$ cat src/rtl/mcq_pkg.sv
package mcq_pkg;
  typedef enum logic [1:0] {
    SL_FREE = 2'd0,
    SL_PEND = 2'd1,
    SL_SENT = 2'd2,
    SL_DONE = 2'd3
  } slot_st_e;
endpackage

$ cat src/rtl/mcq_widen.sv
module mcq_widen #(
  parameter int UNIT_W  = 5,
  parameter int MIN_LEN = 4
) (
  input  logic [UNIT_W-1:0] in_start,
  input  logic [UNIT_W:0]   in_count,
  output logic [UNIT_W-1:0] out_start,
  output logic [UNIT_W:0]   out_end
);
  localparam int UNITS = 1 << UNIT_W;
  localparam logic [UNIT_W+1:0] PAGE_END   = (UNIT_W+2)'(UNITS);
  localparam logic [UNIT_W-1:0] ALIGN_MASK = ~(UNIT_W'(MIN_LEN - 1));

  logic [UNIT_W+1:0] raw_end;
  logic [UNIT_W+1:0] floor_end;
  logic [UNIT_W+1:0] clip_end;

  always_comb begin
    out_start = in_start & ALIGN_MASK;
    raw_end   = {2'b00, in_start} + {1'b0, in_count};
    floor_end = {2'b00, out_start} + (UNIT_W+2)'(MIN_LEN);
    clip_end  = (raw_end > PAGE_END) ? PAGE_END : raw_end;
    if (clip_end < floor_end) clip_end = floor_end;
    out_end = clip_end[UNIT_W:0];
  end

  // widened range never leaves the page
  always_comb begin
    a_r1_in_page: assert ({1'b0, out_end} <= PAGE_END);
  end
endmodule

$ cat src/rtl/mcq_merge_find.sv
module mcq_merge_find
  import mcq_pkg::*;
#(
  parameter int DEPTH     = 8,
  parameter int PAGE_W    = 4,
  parameter int UNIT_W    = 5,
  parameter int MERGE_MAX = 8,
  localparam int PTR_W    = $clog2(DEPTH)
) (
  input  slot_st_e [DEPTH-1:0]             slot_st,
  input  logic     [DEPTH-1:0][PAGE_W-1:0] slot_page,
  input  logic     [DEPTH-1:0][UNIT_W-1:0] slot_start,
  input  logic     [DEPTH-1:0][UNIT_W:0]   slot_end,
  input  logic     [PTR_W-1:0]             iss_ptr,
  input  logic     [PAGE_W-1:0]            new_page,
  input  logic     [UNIT_W-1:0]            new_start,
  input  logic     [UNIT_W:0]              new_end,
  output logic                             hit,
  output logic     [PTR_W-1:0]             hit_idx,
  output logic     [UNIT_W-1:0]            uni_start,
  output logic     [UNIT_W:0]              uni_end
);
  logic [PTR_W-1:0]  idx;
  logic [UNIT_W-1:0] lo;
  logic [UNIT_W:0]   hi;

  // Search starts one past the offered slot, so the offered and sent
  // entries are never candidates.
  always_comb begin
    hit       = 1'b0;
    hit_idx   = '0;
    uni_start = new_start;
    uni_end   = new_end;
    idx       = iss_ptr;
    lo        = new_start;
    hi        = new_end;
    for (int k = 1; k < DEPTH; k++) begin
      idx = iss_ptr + PTR_W'(k);
      lo  = (slot_start[idx] < new_start) ? slot_start[idx] : new_start;
      hi  = (slot_end[idx] > new_end) ? slot_end[idx] : new_end;
      if (!hit && slot_st[idx] == SL_PEND && slot_page[idx] == new_page &&
          {1'b0, new_start} <= slot_end[idx] &&
          {1'b0, slot_start[idx]} <= new_end &&
          (hi - {1'b0, lo}) <= (UNIT_W+1)'(MERGE_MAX)) begin
        hit       = 1'b1;
        hit_idx   = idx;
        uni_start = lo;
        uni_end   = hi;
      end
    end
  end

  // a merged range always covers the need it absorbs
  always_comb begin
    if (hit) begin
      a_r3_covers_need: assert (uni_start <= new_start && uni_end >= new_end);
    end
  end
endmodule

$ cat src/rtl/mcq_cpl_match.sv
module mcq_cpl_match
  import mcq_pkg::*;
#(
  parameter int DEPTH  = 8,
  parameter int PAGE_W = 4,
  parameter int UNIT_W = 5,
  localparam int PTR_W = $clog2(DEPTH)
) (
  input  slot_st_e [DEPTH-1:0]             slot_st,
  input  logic     [DEPTH-1:0][PAGE_W-1:0] slot_page,
  input  logic     [DEPTH-1:0][UNIT_W-1:0] slot_start,
  input  logic     [DEPTH-1:0][UNIT_W:0]   slot_end,
  input  logic     [PTR_W-1:0]             head_ptr,
  input  logic     [PAGE_W-1:0]            cpl_page,
  input  logic     [UNIT_W-1:0]            cpl_start,
  input  logic     [UNIT_W:0]              cpl_len,
  output logic                             hit,
  output logic     [PTR_W-1:0]             hit_idx
);
  logic [UNIT_W:0]  cpl_end;
  logic [PTR_W-1:0] idx;

  always_comb begin
    cpl_end = (UNIT_W+1)'(cpl_start) + cpl_len;
    hit     = 1'b0;
    hit_idx = '0;
    idx     = head_ptr;
    for (int k = 0; k < DEPTH; k++) begin
      idx = head_ptr + PTR_W'(k);
      if (!hit && slot_st[idx] == SL_SENT && slot_page[idx] == cpl_page &&
          slot_start[idx] == cpl_start && slot_end[idx] == cpl_end) begin
        hit     = 1'b1;
        hit_idx = idx;
      end
    end
  end
endmodule

$ cat src/rtl/migration_coalesce_queue.sv
module migration_coalesce_queue
  import mcq_pkg::*;
#(
  parameter int DEPTH     = 8,
  parameter int PAGE_W    = 4,
  parameter int UNIT_W    = 5,
  parameter int MIN_LEN   = 4,
  parameter int MERGE_MAX = 8
) (
  input  logic              clk,
  input  logic              rst_n,
  input  logic              need_valid,
  output logic              need_ready,
  input  logic [PAGE_W-1:0] need_page,
  input  logic [UNIT_W-1:0] need_start,
  input  logic [UNIT_W:0]   need_count,
  output logic              req_valid,
  input  logic              req_ready,
  output logic [PAGE_W-1:0] req_page,
  output logic [UNIT_W-1:0] req_start,
  output logic [UNIT_W:0]   req_len,
  input  logic              cpl_valid,
  input  logic [PAGE_W-1:0] cpl_page,
  input  logic [UNIT_W-1:0] cpl_start,
  input  logic [UNIT_W:0]   cpl_len,
  output logic              replay_valid,
  output logic [PAGE_W-1:0] replay_page
);
  localparam int PTR_W = $clog2(DEPTH);
  localparam int UNITS = 1 << UNIT_W;
  localparam logic [UNIT_W-1:0] GRAIN_MASK = UNIT_W'(MIN_LEN - 1);

  // reset: asserted asynchronously, released on a clock edge
  logic [1:0] rst_sync_q;
  logic       rst_sync_n;
  always_ff @(posedge clk or negedge rst_n) begin
    if (!rst_n) rst_sync_q <= 2'b00;
    else        rst_sync_q <= {rst_sync_q[0], 1'b1};
  end
  assign rst_sync_n = rst_sync_q[1];

  // state
  slot_st_e [DEPTH-1:0]             st_q, st_d;
  logic     [DEPTH-1:0][PAGE_W-1:0] pg_q, pg_d;
  logic     [DEPTH-1:0][UNIT_W-1:0] bs_q, bs_d;
  logic     [DEPTH-1:0][UNIT_W:0]   be_q, be_d;
  logic     [DEPTH-1:0]             slot_we;
  logic     [PTR_W-1:0]             head_q, head_d, tail_q, tail_d, iss_q, iss_d;
  logic                             rep_v_q, rep_v_d;
  logic     [PAGE_W-1:0]            rep_pg_q, rep_pg_d;

  // widened need
  logic [UNIT_W-1:0] w_start;
  logic [UNIT_W:0]   w_end;
  mcq_widen #(.UNIT_W(UNIT_W), .MIN_LEN(MIN_LEN)) u_widen (
    .in_start (need_start),
    .in_count (need_count),
    .out_start(w_start),
    .out_end  (w_end)
  );

  logic              mrg_hit;
  logic [PTR_W-1:0]  mrg_idx;
  logic [UNIT_W-1:0] mrg_start;
  logic [UNIT_W:0]   mrg_end;
  mcq_merge_find #(
    .DEPTH(DEPTH), .PAGE_W(PAGE_W), .UNIT_W(UNIT_W), .MERGE_MAX(MERGE_MAX)
  ) u_merge (
    .slot_st   (st_q),
    .slot_page (pg_q),
    .slot_start(bs_q),
    .slot_end  (be_q),
    .iss_ptr   (iss_q),
    .new_page  (need_page),
    .new_start (w_start),
    .new_end   (w_end),
    .hit       (mrg_hit),
    .hit_idx   (mrg_idx),
    .uni_start (mrg_start),
    .uni_end   (mrg_end)
  );

  logic             cpl_hit;
  logic [PTR_W-1:0] cpl_idx;
  mcq_cpl_match #(.DEPTH(DEPTH), .PAGE_W(PAGE_W), .UNIT_W(UNIT_W)) u_cpl (
    .slot_st   (st_q),
    .slot_page (pg_q),
    .slot_start(bs_q),
    .slot_end  (be_q),
    .head_ptr  (head_q),
    .cpl_page  (cpl_page),
    .cpl_start (cpl_start),
    .cpl_len   (cpl_len),
    .hit       (cpl_hit),
    .hit_idx   (cpl_idx)
  );

  logic need_fire, req_fire, head_retire;

  assign need_ready  = mrg_hit || (st_q[tail_q] == SL_FREE);
  assign req_valid   = (st_q[iss_q] == SL_PEND);
  assign req_page    = pg_q[iss_q];
  assign req_start   = bs_q[iss_q];
  assign req_len     = be_q[iss_q] - {1'b0, bs_q[iss_q]};
  assign need_fire   = need_valid && need_ready;
  assign req_fire    = req_valid && req_ready;
  assign head_retire = (st_q[head_q] == SL_DONE);
  assign replay_valid = rep_v_q;
  assign replay_page  = rep_pg_q;

  // next state: all writes in one cycle touch distinct slots
  always_comb begin
    st_d     = st_q;
    pg_d     = pg_q;
    bs_d     = bs_q;
    be_d     = be_q;
    slot_we  = '0;
    head_d   = head_q;
    tail_d   = tail_q;
    iss_d    = iss_q;
    rep_v_d  = 1'b0;
    rep_pg_d = rep_pg_q;
    if (need_fire) begin
      if (mrg_hit) begin
        slot_we[mrg_idx] = 1'b1;
        bs_d[mrg_idx]    = mrg_start;
        be_d[mrg_idx]    = mrg_end;
      end else begin
        slot_we[tail_q] = 1'b1;
        st_d[tail_q]    = SL_PEND;
        pg_d[tail_q]    = need_page;
        bs_d[tail_q]    = w_start;
        be_d[tail_q]    = w_end;
        tail_d          = tail_q + 1'b1;
      end
    end
    if (req_fire) begin
      st_d[iss_q] = SL_SENT;
      iss_d       = iss_q + 1'b1;
    end
    if (cpl_valid && cpl_hit) begin
      st_d[cpl_idx] = SL_DONE;
      rep_v_d       = 1'b1;
      rep_pg_d      = cpl_page;
    end
    if (head_retire) begin
      st_d[head_q] = SL_FREE;
      head_d       = head_q + 1'b1;
    end
  end

  // control registers
  always_ff @(posedge clk or negedge rst_sync_n) begin
    if (!rst_sync_n) begin
      for (int i = 0; i < DEPTH; i++) st_q[i] <= SL_FREE;
      head_q   <= '0;
      tail_q   <= '0;
      iss_q    <= '0;
      rep_v_q  <= 1'b0;
      rep_pg_q <= '0;
    end else begin
      st_q    <= st_d;
      head_q  <= head_d;
      tail_q  <= tail_d;
      iss_q   <= iss_d;
      rep_v_q <= rep_v_d;
      if (rep_v_d) rep_pg_q <= rep_pg_d;
    end
  end

  // range storage: no reset, written only under its slot enable
  always_ff @(posedge clk) begin
    for (int i = 0; i < DEPTH; i++) begin
      if (slot_we[i]) begin
        pg_q[i] <= pg_d[i];
        bs_q[i] <= bs_d[i];
        be_q[i] <= be_d[i];
      end
    end
  end

  // assertions
  a_r2_len_floor: assert property (@(posedge clk) disable iff (!rst_sync_n)
    req_valid |-> req_len >= (UNIT_W+1)'(MIN_LEN));

  a_r2_in_page: assert property (@(posedge clk) disable iff (!rst_sync_n)
    req_valid |-> ({1'b0, req_start} + {1'b0, req_len}) <= (UNIT_W+2)'(UNITS));

  a_r2_aligned: assert property (@(posedge clk) disable iff (!rst_sync_n)
    req_valid |-> (req_start & GRAIN_MASK) == '0);

  a_r5_hold_stall: assert property (@(posedge clk) disable iff (!rst_sync_n)
    (req_valid && !req_ready) |=>
      (req_valid && $stable(req_page) && $stable(req_start) && $stable(req_len)));

  a_r7_replay_cause: assert property (@(posedge clk) disable iff (!rst_sync_n)
    replay_valid |-> $past(cpl_valid));

  a_r7_replay_page: assert property (@(posedge clk) disable iff (!rst_sync_n)
    replay_valid |-> replay_page == $past(cpl_page));
endmodule

$ cat config.mk
export PLATFORM = sky130hd
export DESIGN_NAME = migration_coalesce_queue
export DESIGN_NICKNAME = d
export VERILOG_FILES = /design/src/rtl/mcq_pkg.sv /design/src/rtl/mcq_widen.sv /design/src/rtl/mcq_merge_find.sv /design/src/rtl/mcq_cpl_match.sv /design/src/rtl/migration_coalesce_queue.sv
export SDC_FILE = /design/constraint.sdc
export NUM_CORES = 1
export LEC_CHECK = 0
export BUFFER_PORTS_ARGS = -buffer_cell sky130_fd_sc_hd__buf_2
export CAP_MARGIN = 30
export CORE_MARGIN = 2
export CORE_UTILIZATION = 46
export CTS_CLUSTER_SIZE = 28
export DETAILED_ROUTE_END_ITERATION = 10
export GPL_ROUTABILITY_DRIVEN = 1
export GPL_TIMING_DRIVEN = 0
export HOLD_SLACK_MARGIN = 0.12
export PLACE_DENSITY = 0.6
export SYNTH_ARGS = -nofsm -noshare
export SYNTH_HDL_FRONTEND = slang
export SYNTH_SLANG_ARGS = --single-unit
export TNS_END_PERCENT = 50
$ cat constraint.sdc
create_clock -name clk -period 23.1 [get_ports clk]
set_input_delay 1.155 -clock clk [delete_from_list [all_inputs] [get_ports clk]]
set_output_delay 1.155 -clock clk [all_outputs]
set_load 0.05 [all_outputs]
==> metrics <==
vias per cell about 7.7; RSZ-0062 raised after global routing no; Area growth, synth to finish 8.82%; Mapped Area ~25,000 um^2; share of async-settable or async-resettable flops after synthesis 0.211; Setup violations, final 0; Cells after Synth roughly 2,500; first-pass GRT wire length around 190 mm; DRC viols 0; Antenna Nets Post-Route 0; Final Skew slightly above 0.02 ns; crit path max fanout 15; Worst-path clk slew around 0.08 ns; DRT iter0 DRCs about 4,600; gr ovfl total 0; Starting Density 0.464; Synth Flop Type edfxtp_1; Routed wire per std cell approximately 40 um; routability cong. roughly 1.1; Total Routing Usage GR 0.472; Reg area roughly 4400 um^2; Max clock buf depth 2; Worst Setup End Kind output port; NumNets Final 2,834; largest net degree at the start of global routing 22; share of cells above drive strength 1 0.224; CP Launch Type input port; critical path data arrival time roughly 13 ns; Clock Sink Count 152; Slowest-stage cell, CP clkinv_1; crit path kind input port to output port; max incr delay on CP ~1.1 ns; Slew Limit Fails 0; Tmin final roughly 14 ns; Crit path max-delay family buffers and inverters; Max Cap Viol 0; synth unique cells around 120; Worst-Skew Late Latency roughly 0.45 ns; Post-CTS Setup Inserts 0; Post-Route Setup TNS 0 ns; WP buf/inv 9; synthesized flop and latch total 152; hold violation total from the final report 0; Post-synth EDFFs 120; Slew headroom 0.286; DRT Pass-1 Iters 7; Final HPWL DP 107 mm; fillcell total just over 5,000; TritonCTS Buffers 17; width of the chip between 200 and 250 um; critical path data required time 21.95 ns; Core Box Area between 50,000 and 60,000 um^2; most frequent cells in the layout 271 x mux4_2, 216 x nand2_1, 209 x mux2i_1, 158 x ha_1, 125 x nor2_1; CTS Hold Bufs 0; hold crit path type flip-flop to async pin; Multi-input gate area roughly 20,000 um^2; Die ar. 57,300 um^2; Mapped Nets approximately 2,700; fin util 0.505; CTS tree built; outcome finished, final reports clean; Seq/Total Area, Yosys 0.173; vias in the first global route around 24,000; die extent in y 239 um; Final Cycle Share 0.614; row cnt 86; Final Cell Area 27,700 um^2; CTS resizes 0; vias between 20,000 and 30,000; Clock Root Buffer clkbuf_16; commonest non-fill, non-tap cell in the layout mux4_2; io pins 57; CTS HTree Levels 4; initial antenna violation count 3; YS warnings 0; Post-Route WL 137 mm; port bufs 52; placed cell area ~27,000 um^2; Tightest Pin Transition 1.04 ns; Syn Area/Cell approximately 10 um^2; post-place setup slack approximately 9.2 ns; Max Fclk 70.5 MHz; setup ws final just under 9 ns
[worst paths after layout]
| kind | startpoint | to | slack (ns) | cells after the start |
|---|---|---|---|---|
| min in group clk | rst_sync_q[0]$_DFF_PN0_ | rst_sync_q[1]$_DFF_PN0_ | 0.36 | 0 |
| worst min-delay path | rst_sync_q[1]$_DFF_PN0_ | st_q[3]$_DFF_PN0_ | 0.19 | 0 |
| worst min register to register | rst_sync_q[1]$_DFF_PN0_ | st_q[3]$_DFF_PN0_ | 0.19 | 0 |
| worst max register to register | iss_q[2]$_DFFE_PN0P_ | bs_q[5]$_DFFE_PP_ | 10.62 | 36 |
| max in group asynchronous | rst_sync_q[1]$_DFF_PN0_ | head_q[1]$_DFFE_PN0N_ | 22.40 | 1 |
| worst max-delay path | need_start[3] | need_ready | 8.92 | 37 |
[flip-flops by register name, summed over array words and instances (netlist names)]
| register | count |
|---|---|
| pg_q | 32 |
| rst_sync_q | 2 |
| replay_valid | 1 |
| st_q | 16 |
| tail_q | 3 |
| iss_q | 3 |
| bs_q | 40 |
| be_q | 48 |
| replay_page | 4 |
| head_q | 3 |
[per-layer routing]
layer | wire length (um) | up-vias | track usage
met1 | 51600 | 12800 | 0.625
met5 | 97 | - | 0.0130
li1 | - | 10200 | -
met2 | 52400 | 2646 | 0.625
met4 | 7930 | 4 | 0.202
met3 | 25300 | 457 | 0.259
[metrics by stage]
step / instances / hold WS, ns
6_report: 3407 / 0.194
5_1_grt: 3401 / 0.233
4_1_cts: 3390 / 0.208
3_5_place_dp: 3358 / 0.199
3_3_place_gp: 3331 / 0.344
2_1_floorplan: 2531 / 0.331
[synth_stat cells, types with 56 or more instances]
master | number | area share
mux4_2 | 271 | 0.24
nand2_1 | 216 | 0.032
mux2i_1 | 209 | 0.082
ha_1 | 158 | 0.078
nor2_1 | 125 | 0.018
edfxtp_1 | 120 | 0.14
xnor2_1 | 116 | 0.040
a21oi_1 | 107 | 0.021
inv_1 | 93 | 0.014
o21ai_0 | 77 | 0.015
nor3_1 | 65 | 0.013
buf_2 | 62 | 0.012
xor2_1 | 56 | 0.019
[kinds of logic after synthesis]
logic type               count (synthesis)  share of synthesized area
adder cells (fa/ha/maj)                167                     0.0823
AO/OA/AOI/OAI                          528                      0.148
flip-flops                             152                      0.173
buffers and inverters                  264                     0.0471
multiplexers                           511                      0.336
XOR/XNOR                               180                     0.0657
other                                    1                   0.000147
AND/OR/NAND/NOR                        728                      0.148
[final cells by class]
type,instances,share of cell area
buffer,163,0.0296
timing repair buffer,88,0.0233
tap,748,0.0337
clock buffer,17,0.0153
inverter,101,0.0137
sequential,152,0.159
antenna,8,0.000722
clock inverter,15,0.00713
multi-input combinational,2115,0.718
Power is left out: the tool's default activity adds up to more than one toggle a clock period on the data nets, which glitch-free logic cannot reach.
